$ cat src/rtl/l1irq_pkg.sv
package l1irq_pkg;

  localparam int unsigned SRC_PER_WORD = 32;

  typedef logic [SRC_PER_WORD-1:0] word_t;

  // Decoded register access
  typedef struct packed {
    logic       hit;      // address falls inside one of the banks
    logic       is_stat;  // status half of the bank
    logic [7:0] cpu;      // bank index
    logic [7:0] grp;      // source group, already reversed from register word
  } dec_t;

endpackage

$ cat src/rtl/l1irq_rst_sync.sv
module l1irq_rst_sync (
  input  logic clk,
  input  logic arst_n,
  output logic rst_n_o
);

  logic [1:0] stage_q;

  always_ff @(posedge clk or negedge arst_n) begin
    if (!arst_n) begin
      stage_q <= 2'b00;
    end else begin
      stage_q <= {stage_q[0], 1'b1};
    end
  end

  assign rst_n_o = stage_q[1];

endmodule

$ cat src/rtl/l1irq_sync.sv
module l1irq_sync #(
  parameter int unsigned WIDTH = 128
) (
  input  logic             clk,
  input  logic             rst_n,
  input  logic [WIDTH-1:0] d_i,
  output logic [WIDTH-1:0] q_o
);

  logic [WIDTH-1:0] meta_q;
  logic [WIDTH-1:0] hold_q;

  always_ff @(posedge clk or negedge rst_n) begin
    if (!rst_n) begin
      meta_q <= '0;
      hold_q <= '0;
    end else begin
      meta_q <= d_i;
      hold_q <= meta_q;
    end
  end

  assign q_o = hold_q;

endmodule

$ cat src/rtl/l1irq_addr_dec.sv
module l1irq_addr_dec
  import l1irq_pkg::*;
#(
  parameter int unsigned NUM_GROUPS = 4,
  parameter int unsigned NUM_CPUS   = 2,
  parameter int unsigned ADDR_W     = 8
) (
  input  logic [ADDR_W-1:0] addr_i,
  output dec_t              dec_o
);

  localparam int unsigned BANK_WORDS = 2 * NUM_GROUPS;
  localparam int unsigned MAP_WORDS  = BANK_WORDS * NUM_CPUS;

  always_comb begin
    int unsigned widx;
    int unsigned loc;
    int unsigned regk;
    widx          = 32'(addr_i[ADDR_W-1:2]);
    loc           = widx % BANK_WORDS;
    regk          = loc % NUM_GROUPS;
    dec_o.hit     = (widx < MAP_WORDS);
    dec_o.is_stat = (loc >= NUM_GROUPS);
    dec_o.cpu     = 8'(widx / BANK_WORDS);
    // reversed order: register word 0 maps to the top source group
    dec_o.grp     = 8'(NUM_GROUPS - 1 - regk);
  end

endmodule

$ cat src/rtl/l1irq_bank.sv
module l1irq_bank
  import l1irq_pkg::*;
#(
  parameter int unsigned NUM_GROUPS = 4,
  parameter int unsigned CPU_IDX    = 0
) (
  input  logic                                clk,
  input  logic                                rst_n,
  input  logic                                we_i,
  input  dec_t                                dec_i,
  input  word_t                               wdata_i,
  input  logic [NUM_GROUPS*SRC_PER_WORD-1:0]  status_i,
  output logic [NUM_GROUPS*SRC_PER_WORD-1:0]  en_o,
  output word_t                               rd_o,
  output logic                                irq_o
);

  localparam int unsigned GW = (NUM_GROUPS > 1) ? $clog2(NUM_GROUPS) : 1;

  logic          sel;
  logic          wr_en;
  logic [GW-1:0] gsel;
  word_t         en_q [NUM_GROUPS];
  logic          pend;
  logic          irq_q;

  assign gsel  = dec_i.grp[GW-1:0];
  assign sel   = dec_i.hit && (dec_i.cpu == 8'(CPU_IDX));
  assign wr_en = we_i && sel && !dec_i.is_stat;

  // one enable word per source group, each with its own load enable
  for (genvar g = 0; g < NUM_GROUPS; g++) begin : g_word
    logic  ld;
    word_t nxt;

    always_comb begin
      ld  = wr_en && (gsel == GW'(g));
      nxt = wdata_i;
    end

    always_ff @(posedge clk or negedge rst_n) begin
      if (!rst_n) begin
        en_q[g] <= '0;
      end else if (ld) begin
        en_q[g] <= nxt;
      end
    end

    assign en_o[g*SRC_PER_WORD +: SRC_PER_WORD] = en_q[g];
  end

  // read path of this bank, zero when not addressed
  always_comb begin
    rd_o = '0;
    if (sel) begin
      if (dec_i.is_stat) begin
        rd_o = status_i[int'(gsel)*SRC_PER_WORD +: SRC_PER_WORD];
      end else begin
        rd_o = en_q[gsel];
      end
    end
  end

  assign pend = |(status_i & en_o);

  always_ff @(posedge clk or negedge rst_n) begin
    if (!rst_n) begin
      irq_q <= 1'b0;
    end else begin
      irq_q <= pend;
    end
  end

  assign irq_o = irq_q;

endmodule

$ cat src/rtl/l1irq_agg.sv
module l1irq_agg
  import l1irq_pkg::*;
#(
  parameter int unsigned NUM_GROUPS = 4,
  parameter int unsigned NUM_CPUS   = 2,
  parameter int unsigned ADDR_W     = 8
) (
  input  logic                               clk,
  input  logic                               arst_n,
  input  logic [NUM_GROUPS*SRC_PER_WORD-1:0] src_i,
  input  logic [ADDR_W-1:0]                  bus_addr_i,
  input  logic                               bus_we_i,
  input  logic [SRC_PER_WORD-1:0]            bus_wdata_i,
  output logic [SRC_PER_WORD-1:0]            bus_rdata_o,
  output logic [NUM_CPUS-1:0]                irq_o
);

  localparam int unsigned NSRC = NUM_GROUPS * SRC_PER_WORD;

  logic                           rst_n;
  logic [NSRC-1:0]                status_q;
  dec_t                           dec;
  logic [NUM_CPUS-1:0][NSRC-1:0]  en_all;
  word_t                          rd_bank [NUM_CPUS];
  word_t                          rdata_d;
  word_t                          rdata_q;

  l1irq_rst_sync u_rst (
    .clk     (clk),
    .arst_n  (arst_n),
    .rst_n_o (rst_n)
  );

  l1irq_sync #(.WIDTH(NSRC)) u_sync (
    .clk   (clk),
    .rst_n (rst_n),
    .d_i   (src_i),
    .q_o   (status_q)
  );

  l1irq_addr_dec #(
    .NUM_GROUPS (NUM_GROUPS),
    .NUM_CPUS   (NUM_CPUS),
    .ADDR_W     (ADDR_W)
  ) u_dec (
    .addr_i (bus_addr_i),
    .dec_o  (dec)
  );

  for (genvar c = 0; c < NUM_CPUS; c++) begin : g_bank
    l1irq_bank #(
      .NUM_GROUPS (NUM_GROUPS),
      .CPU_IDX    (c)
    ) u_bank (
      .clk      (clk),
      .rst_n    (rst_n),
      .we_i     (bus_we_i),
      .dec_i    (dec),
      .wdata_i  (bus_wdata_i),
      .status_i (status_q),
      .en_o     (en_all[c]),
      .rd_o     (rd_bank[c]),
      .irq_o    (irq_o[c])
    );
  end

  always_comb begin
    rdata_d = '0;
    for (int c = 0; c < NUM_CPUS; c++) begin
      rdata_d = rdata_d | rd_bank[c];
    end
  end

  always_ff @(posedge clk or negedge rst_n) begin
    if (!rst_n) begin
      rdata_q <= '0;
    end else begin
      rdata_q <= rdata_d;
    end
  end

  assign bus_rdata_o = rdata_q;

endmodule

$ cat config.mk
export PLATFORM = sky130hd
export DESIGN_NAME = l1irq_agg
export DESIGN_NICKNAME = d
export VERILOG_FILES = /design/src/rtl/l1irq_pkg.sv /design/src/rtl/l1irq_rst_sync.sv /design/src/rtl/l1irq_sync.sv /design/src/rtl/l1irq_addr_dec.sv /design/src/rtl/l1irq_bank.sv /design/src/rtl/l1irq_agg.sv
export SDC_FILE = /design/constraint.sdc
export NUM_CORES = 1
export LEC_CHECK = 0
export ABC_AREA = 1
export CELL_PAD_IN_SITES_DETAIL_PLACEMENT = 0
export CELL_PAD_IN_SITES_GLOBAL_PLACEMENT = 1
export CORE_MARGIN = 2
export CORE_UTILIZATION = 48
export CTS_CLUSTER_SIZE = 16
export DETAILED_ROUTE_END_ITERATION = 7
export DONT_BUFFER_PORTS = 1
export PLACE_DENSITY_LB_ADDON = 0.1
export SETUP_SLACK_MARGIN = 0.15
export SYNTH_ARGS = -nofsm -noshare
export SYNTH_HDL_FRONTEND = slang
export SYNTH_SLANG_ARGS = --single-unit
$ cat constraint.sdc
create_clock -name clk -period 19.1 [get_ports clk]
set_input_delay 1.91 -clock clk [delete_from_list [all_inputs] [get_ports clk]]
set_output_delay 1.91 -clock clk [all_outputs]
set_load 0.01 [all_outputs]
==> results of run 1 <==
==> metrics by stage <==
step | std cells | total power, mW | area, µm²
final | 3122 | 2.74 | 24300
after global placement | 3015 | 1.63 | 22400
after detailed placement | 3015 | 1.63 | 22400
after global routing | 3122 | 2.86 | 24300
after floorplan | 2502 | 1.53 | 21900
after CTS | 3121 | 2.76 | 24300
==> cell usage after synthesis (2+ instances only) <==
cell type,n
dfrtp_1,548
nor2_1,86
nand2_1,925
nor2_2,2
inv_1,225
buf_1,2
buf_2,15
nand4_1,2
nand3_2,4
clkbuf_1,85
o21ai_1,128
nand3_1,63
o21ai_0,408
buf_4,3
==> layout by cell type (no fill, tap or decap), types with 2 or more instances in the layout <==
master,instances
bufinv_16,5
nor2_1,86
clkinv_2,12
buf_4,19
clkbuf_8,10
inv_1,224
nor2_4,2
o21ai_1,128
clkbuf_16,57
inv_6,3
nand2_2,6
clkinv_4,6
nand3_2,2
clkbuf_1,7
nand3_4,2
dfrtp_1,547
nand3_1,63
nand4_1,2
o21ai_0,408
clkinvlp_4,6
nand2_1,920
==> worst max-delay path, delay by kind of cell <==
family	cells	cell delay, ps
compound gates	1	60
buf+inv	2	620
simple gates	3	1880
==> cell families after synthesis <==
kind of cell           synth area share
other                          0.000171
AO/OA/AOI/OAI                     0.123
AND/OR/NAND/NOR                   0.192
flip-flops                        0.627
buffers and inverters            0.0584
==> path summary, 6_finish.rpt <==
check | start | endpoint | slack [ps] | cells past startpoint
hold reg to reg | u_sync.meta_q[15]$_DFF_PN0_ | u_sync.q_o[15]$_DFF_PN0_ | 340 | 0
setup / recovery | bus_addr_i[3] | g_bank[1].u_bank.en_o[39]$_DFFE_PN0P_ | 15090 | 6
min in group asynchronous | u_rst.stage_q[1]$_DFF_PN0_ | bus_rdata_o[18]$_DFF_PN0_ | 470 | 0
hold / removal | u_sync.meta_q[15]$_DFF_PN0_ | u_sync.q_o[15]$_DFF_PN0_ | 340 | 0
max in group asynchronous | u_rst.stage_q[1]$_DFF_PN0_ | g_bank[0].u_bank.en_o[0]$_DFFE_PN0P_ | 16130 | 2
setup reg to reg | u_rst.stage_q[1]$_DFF_PN0_ | g_bank[0].u_bank.en_o[0]$_DFFE_PN0P_ | 16130 | 2
==> layout make-up <==
class                   count  area (µm²)
repair buffers             19         143
fillers                  4217       20900
clock inverters            32         334
clock buffers              74        1590
diodes                      1        2.50
multi-input cells        1622        6930
flip-flops and latches    548       13700
well taps                 600         751
inverters                 226         848
==> power by group through the flow <==
stage / logic, mW / clock network [mW] / registers (mW)
after floorplan: 0.175 / 0 / 1.35
after global placement: 0.263 / 0 / 1.36
after detailed placement: 0.268 / 0 / 1.36
after CTS: 0.269 / 1.15 / 1.34
after global routing: 0.309 / 1.20 / 1.36
final: 0.266 / 1.12 / 1.35
==> metal layers <==
metal,GRT usage,up-vias,routed length [µm]
li1,-,7828,-
met5,0,-,12
met2,0.403,538,27700
met1,0.389,7881,27900
met3,0.0439,115,4220
met4,0.102,2,2190
==> state kept, by name, indices dropped and copies added, names as in the netlist <==
name	cells
u_sync.q_o	128
g_bank.u_bank.irq_o	2
bus_rdata_o	32
u_sync.meta_q	128
g_bank.u_bank.en_o	256
u_rst.stage_q	2
==> results.cfg, run 1 <==
[synthesis]
synth-seq-cells = 548
synth_top_area_frac = 0.627
ys.flop_type = dfrtp_1
synth_fp_nets = 2673
syn_area_per_cell_um2 = 8.75
yosysTopAreaCell = dfrtp_1
yosysUniqueCellTypes = 20
netlist_top_cells_area = dfrtp_1 63%, nand2_1 16%, o21ai_0 9.3%
syn_inst = 2502
async_reset_ff_frac = 1.00
synth_seq_area_share = 0.627
yosysWarnings = 0
syn_area_um2 = 21900
synth-edff-count = 0

[power_and_ir_drop]
p_int_mw = 2.01
power_frac_clock = 0.411
comb_power_share = 0.097
pwr-share-seq = 0.492
p_leak_nw = 11.8
ir_drop_uv = 108
swShare = 0.267
switching_power_mw = 0.729
p_per_area_nw_per_um2 = 113

[worst_setup_path]
start_kind = input pin
worstPathRequired_ps = 19590
crit_type = in2reg
end_kind = register
cp_max_fo = 45
crit_chain = inv_1, nor2_4, nand3_2, buf_4, nand2_1, o21ai_1
crit_slowest_cell = nand3_2
arrival_ps = 4500
slowest_delay_ps = 920

[grt]
grt_start_max_net_pins = 94
overflow = 0
grt_usage = 0.267
grt_pass1_vias = 15600
antenna_found_initial = 4
grt_pass1_wl_mm = 94.1

[sta]
hold_viol = 0
rsz0062_at_grt = no
finalWorstSetupSlack_ps = 15090
max-slew-margin-rel = 0.239
fin_crit_sh = 0.210
worstMarginPinSlew_ps = 1140
drv_slew = 0
finalClockSkew_ps = 14.6
post-route-min-period_ps = 4010
fin_tns_setup_ps = 0
fmax_mhz = 249
setup_violations = 0
whs_ps = 344

[clock_tree]
htree_levels = 2
holdBufCountCts = 0
clk_latency_ps = 610
post_cts_buffers = 0
clkTransAtPathRegs_ps = 60
cts_tree = yes
cts_resized = 0
cts_sinks = 548
cts-root-buf = clkbuf_16
cts_buffers = 57
clockBufferDepth = 3

[place]
port_buffers = 0
place_ws_ps = 14380
gp_congestion = 0.831
hpwlAfterDp_mm = 40.6

[route]
via_per_inst = 5.24
drtAntennaViolNets = 0
drc = 0
drt_iter0_markers = 1409
num_vias = 16400
wl_mm = 62.0
drt_first_pass_iters = 5
wl_per_cell_um = 19.9

[final_layout]
syn_to_final_growth_pct = 11.1
post-route-util = 0.538
layout.nets = 2645
drive_above_1_share = 0.0532

[floorplan]
io_pins = 205
core_area_um2 = 45200
die_y_um = 218
initial_core_util = 0.484
die_w_um = 218
rows = 78
dieArea_um2 = 47300

[hold_path]
hold_class = reg2reg

[run]
drv_cap = 0

[run_status]
status = finished clean
No activity file was read; power rests on OpenSTA's default activity.
==> run 2, diff against run 1 <==
--- a/config.mk
+++ b/config.mk
@@ -9,7 +9,7 @@
 export CELL_PAD_IN_SITES_DETAIL_PLACEMENT = 0
 export CELL_PAD_IN_SITES_GLOBAL_PLACEMENT = 1
 export CORE_MARGIN = 2
-export CORE_UTILIZATION = 48
+export CORE_UTILIZATION = 43
 export CTS_CLUSTER_SIZE = 16
 export DETAILED_ROUTE_END_ITERATION = 7
 export DONT_BUFFER_PORTS = 1
==> constraint.sdc (replaced) <==
create_clock -name clk -period 3.5 [get_ports clk]
set_input_delay 0.35 -clock clk [delete_from_list [all_inputs] [get_ports clk]]
set_output_delay 0.35 -clock clk [all_outputs]
set_load 0.01 [all_outputs]
==> results.cfg, run 2 (same netlist as run 1, synthesis figures left out) <==
[hold_path]
hold_class = in2reg
min_delay_path_depth = 3

[worst_setup_path]
r2r_cells = 8
start_kind = register
crit_type = reg2reg
cp_max_fo = 3
crit_family = simple AND/OR/NAND/NOR gates
arrival_ps = 2200
cpMostUsedCell = nand2_1
path_depth = 8
crit_slowest_cell = dfrtp_1
end_kind = register
worstPathRequired_ps = 3970
crit_chain = nand2_1, nand2_1, nor2_1, nand2_1, nor2_1, nand2_1, nor2_1, nand2_1
cp_num_buf_inv = 0
slowest_delay_ps = 420

[clock_tree]
post_cts_buffers = 0
clockBufferDepth = 3
clkTransAtPathRegs_ps = 60
cts_buffers = 58
htree_levels = 2
cts-root-buf = clkbuf_16
cts_sinks = 548
cts_tree = yes
cts_resized = 0
clk_latency_ps = 620

[grt]
grt_start_max_net_pins = 98
grt_pass1_vias = 16800
grt_pass1_wl_mm = 102
overflow = 0
grt_usage = 0.258
antenna_found_initial = 5

[floorplan]
rows = 82
core_area_um2 = 50200
die_w_um = 230
die_y_um = 230
initial_core_util = 0.436
dieArea_um2 = 52700
io_pins = 205

[run]
drv_cap = 0

[sta]
fmax_mhz = 576
finalClockSkew_ps = 22.2
setup_violations = 0
worstMarginPinSlew_ps = 1090
fin_crit_sh = 0.496
max-slew-margin-rel = 0.271
finalWorstSetupSlack_ps = 1760
post-route-min-period_ps = 1740
whs_ps = 24.2
hold_viol = 0
fin_tns_setup_ps = 0
rsz0062_at_grt = no
drv_slew = 0

[route]
drc = 0
drt_iter0_markers = 1564
drtAntennaViolNets = 0
num_vias = 16900
via_per_inst = 5.05
wl_mm = 66.2
wl_per_cell_um = 19.8
drt_first_pass_iters = 6

[power_and_ir_drop]
p_leak_nw = 12.5
p_int_mw = 11.6
p_per_area_nw_per_um2 = 601
report.power.total_mw = 15.7
swShare = 0.262
comb_power_share = 0.103
pwr-share-seq = 0.466
switching_power_mw = 4.13
ir_drop_uv = 483
power_frac_clock = 0.431

[final_layout]
mostFrequentLayoutCell = nand2_1
layout.nets = 2794
syn_to_final_growth_pct = 19.7
largest_reg_flops = 256
finalInstanceArea_um2 = 26200
post-route-util = 0.522
drive_above_1_share = 0.0562
most-common-layout-cells = 920 x nand2_1, 547 x dfrtp_1, 408 x o21ai_0
diodes = 0
finalNonFillerCells = 3343

[place]
dpl_cell_area_um2 = 22700
hpwlAfterDp_mm = 42.9
port_buffers = 0
dp_cells = 3097
place_ws_ps = 1280
gp_congestion = 0.842

[run_status]
status = finished clean
==> run 2: cell count changes in the layout (fill, tap and decap cells not counted), moves of 2 or more <==
| cell | change |
|---|---|
| buf_12 | +10 |
| bufinv_16 | +7 |
| clkbuf_1 | -4 |
| clkbuf_16 | +2 |
| clkbuf_8 | -3 |
| clkinv_2 | -5 |
| clkinvlp_4 | +4 |
| dlygate4sd3_1 | +138 |
| nand3_2 | +2 |
| nand3_4 | -2 |
==> run 2: area by class of cell <==
class	instances	area, µm²
Timing Repair Buffer	167	1720
Multi-Input combinational cell	1622	6920
Inverter	226	848
Fill cell	4579	24000
Clock inverter	39	561
Clock buffer	69	1580
Tap cell	672	841
Sequential cell	548	13700
==> run 2: power by group through the flow <==
stage | logic [mW] | clock network (mW) | registers, mW
4_1_cts | 1.64 | 6.94 | 7.34
5_1_grt | 1.88 | 7.23 | 7.42
2_1_floorplan | 0.955 | 0 | 7.38
3_3_place_gp | 1.48 | 0 | 7.44
3_5_place_dp | 1.50 | 0 | 7.45
6_report | 1.62 | 6.79 | 7.34
==> run 2: path summary, 6_finish.rpt <==
path	start	endpoint	slack, ps
max	u_sync.q_o[102]$_DFF_PN0_	g_bank[0].u_bank.irq_o$_DFF_PN0_	1760
min	bus_addr_i[4]	bus_rdata_o[8]$_DFF_PN0_	20
max reg2reg	u_sync.q_o[102]$_DFF_PN0_	g_bank[0].u_bank.irq_o$_DFF_PN0_	1760
min reg2reg	u_sync.meta_q[50]$_DFF_PN0_	u_sync.q_o[50]$_DFF_PN0_	350
max in group asynchronous	u_rst.stage_q[1]$_DFF_PN0_	g_bank[0].u_bank.en_o[91]$_DFFE_PN0P_	2010
min in group asynchronous	u_rst.stage_q[1]$_DFF_PN0_	u_sync.meta_q[114]$_DFF_PN0_	450
==> run 2: timing repair <==
action                     in CTS  in global routing
setup endpoints to repair       0                  0
hold endpoints to repair      154                  0
hold buffers                  138                  0
==> run 2: per-layer routing <==
layer	vias up	share of wire	track usage
li1	8131	-	-
met1	8108	0.45	0.366
met2	528	0.46	0.404
met3	113	0.063	0.0476
met4	4	0.028	0.0795
met5	-	0.00041	0
==> run 2: worst register-to-register path, delay by kind of cell, from the launching register on <==
kind             cells  cell delay, ps
and+or+nand+nor      8            1160
DFF                  1             420
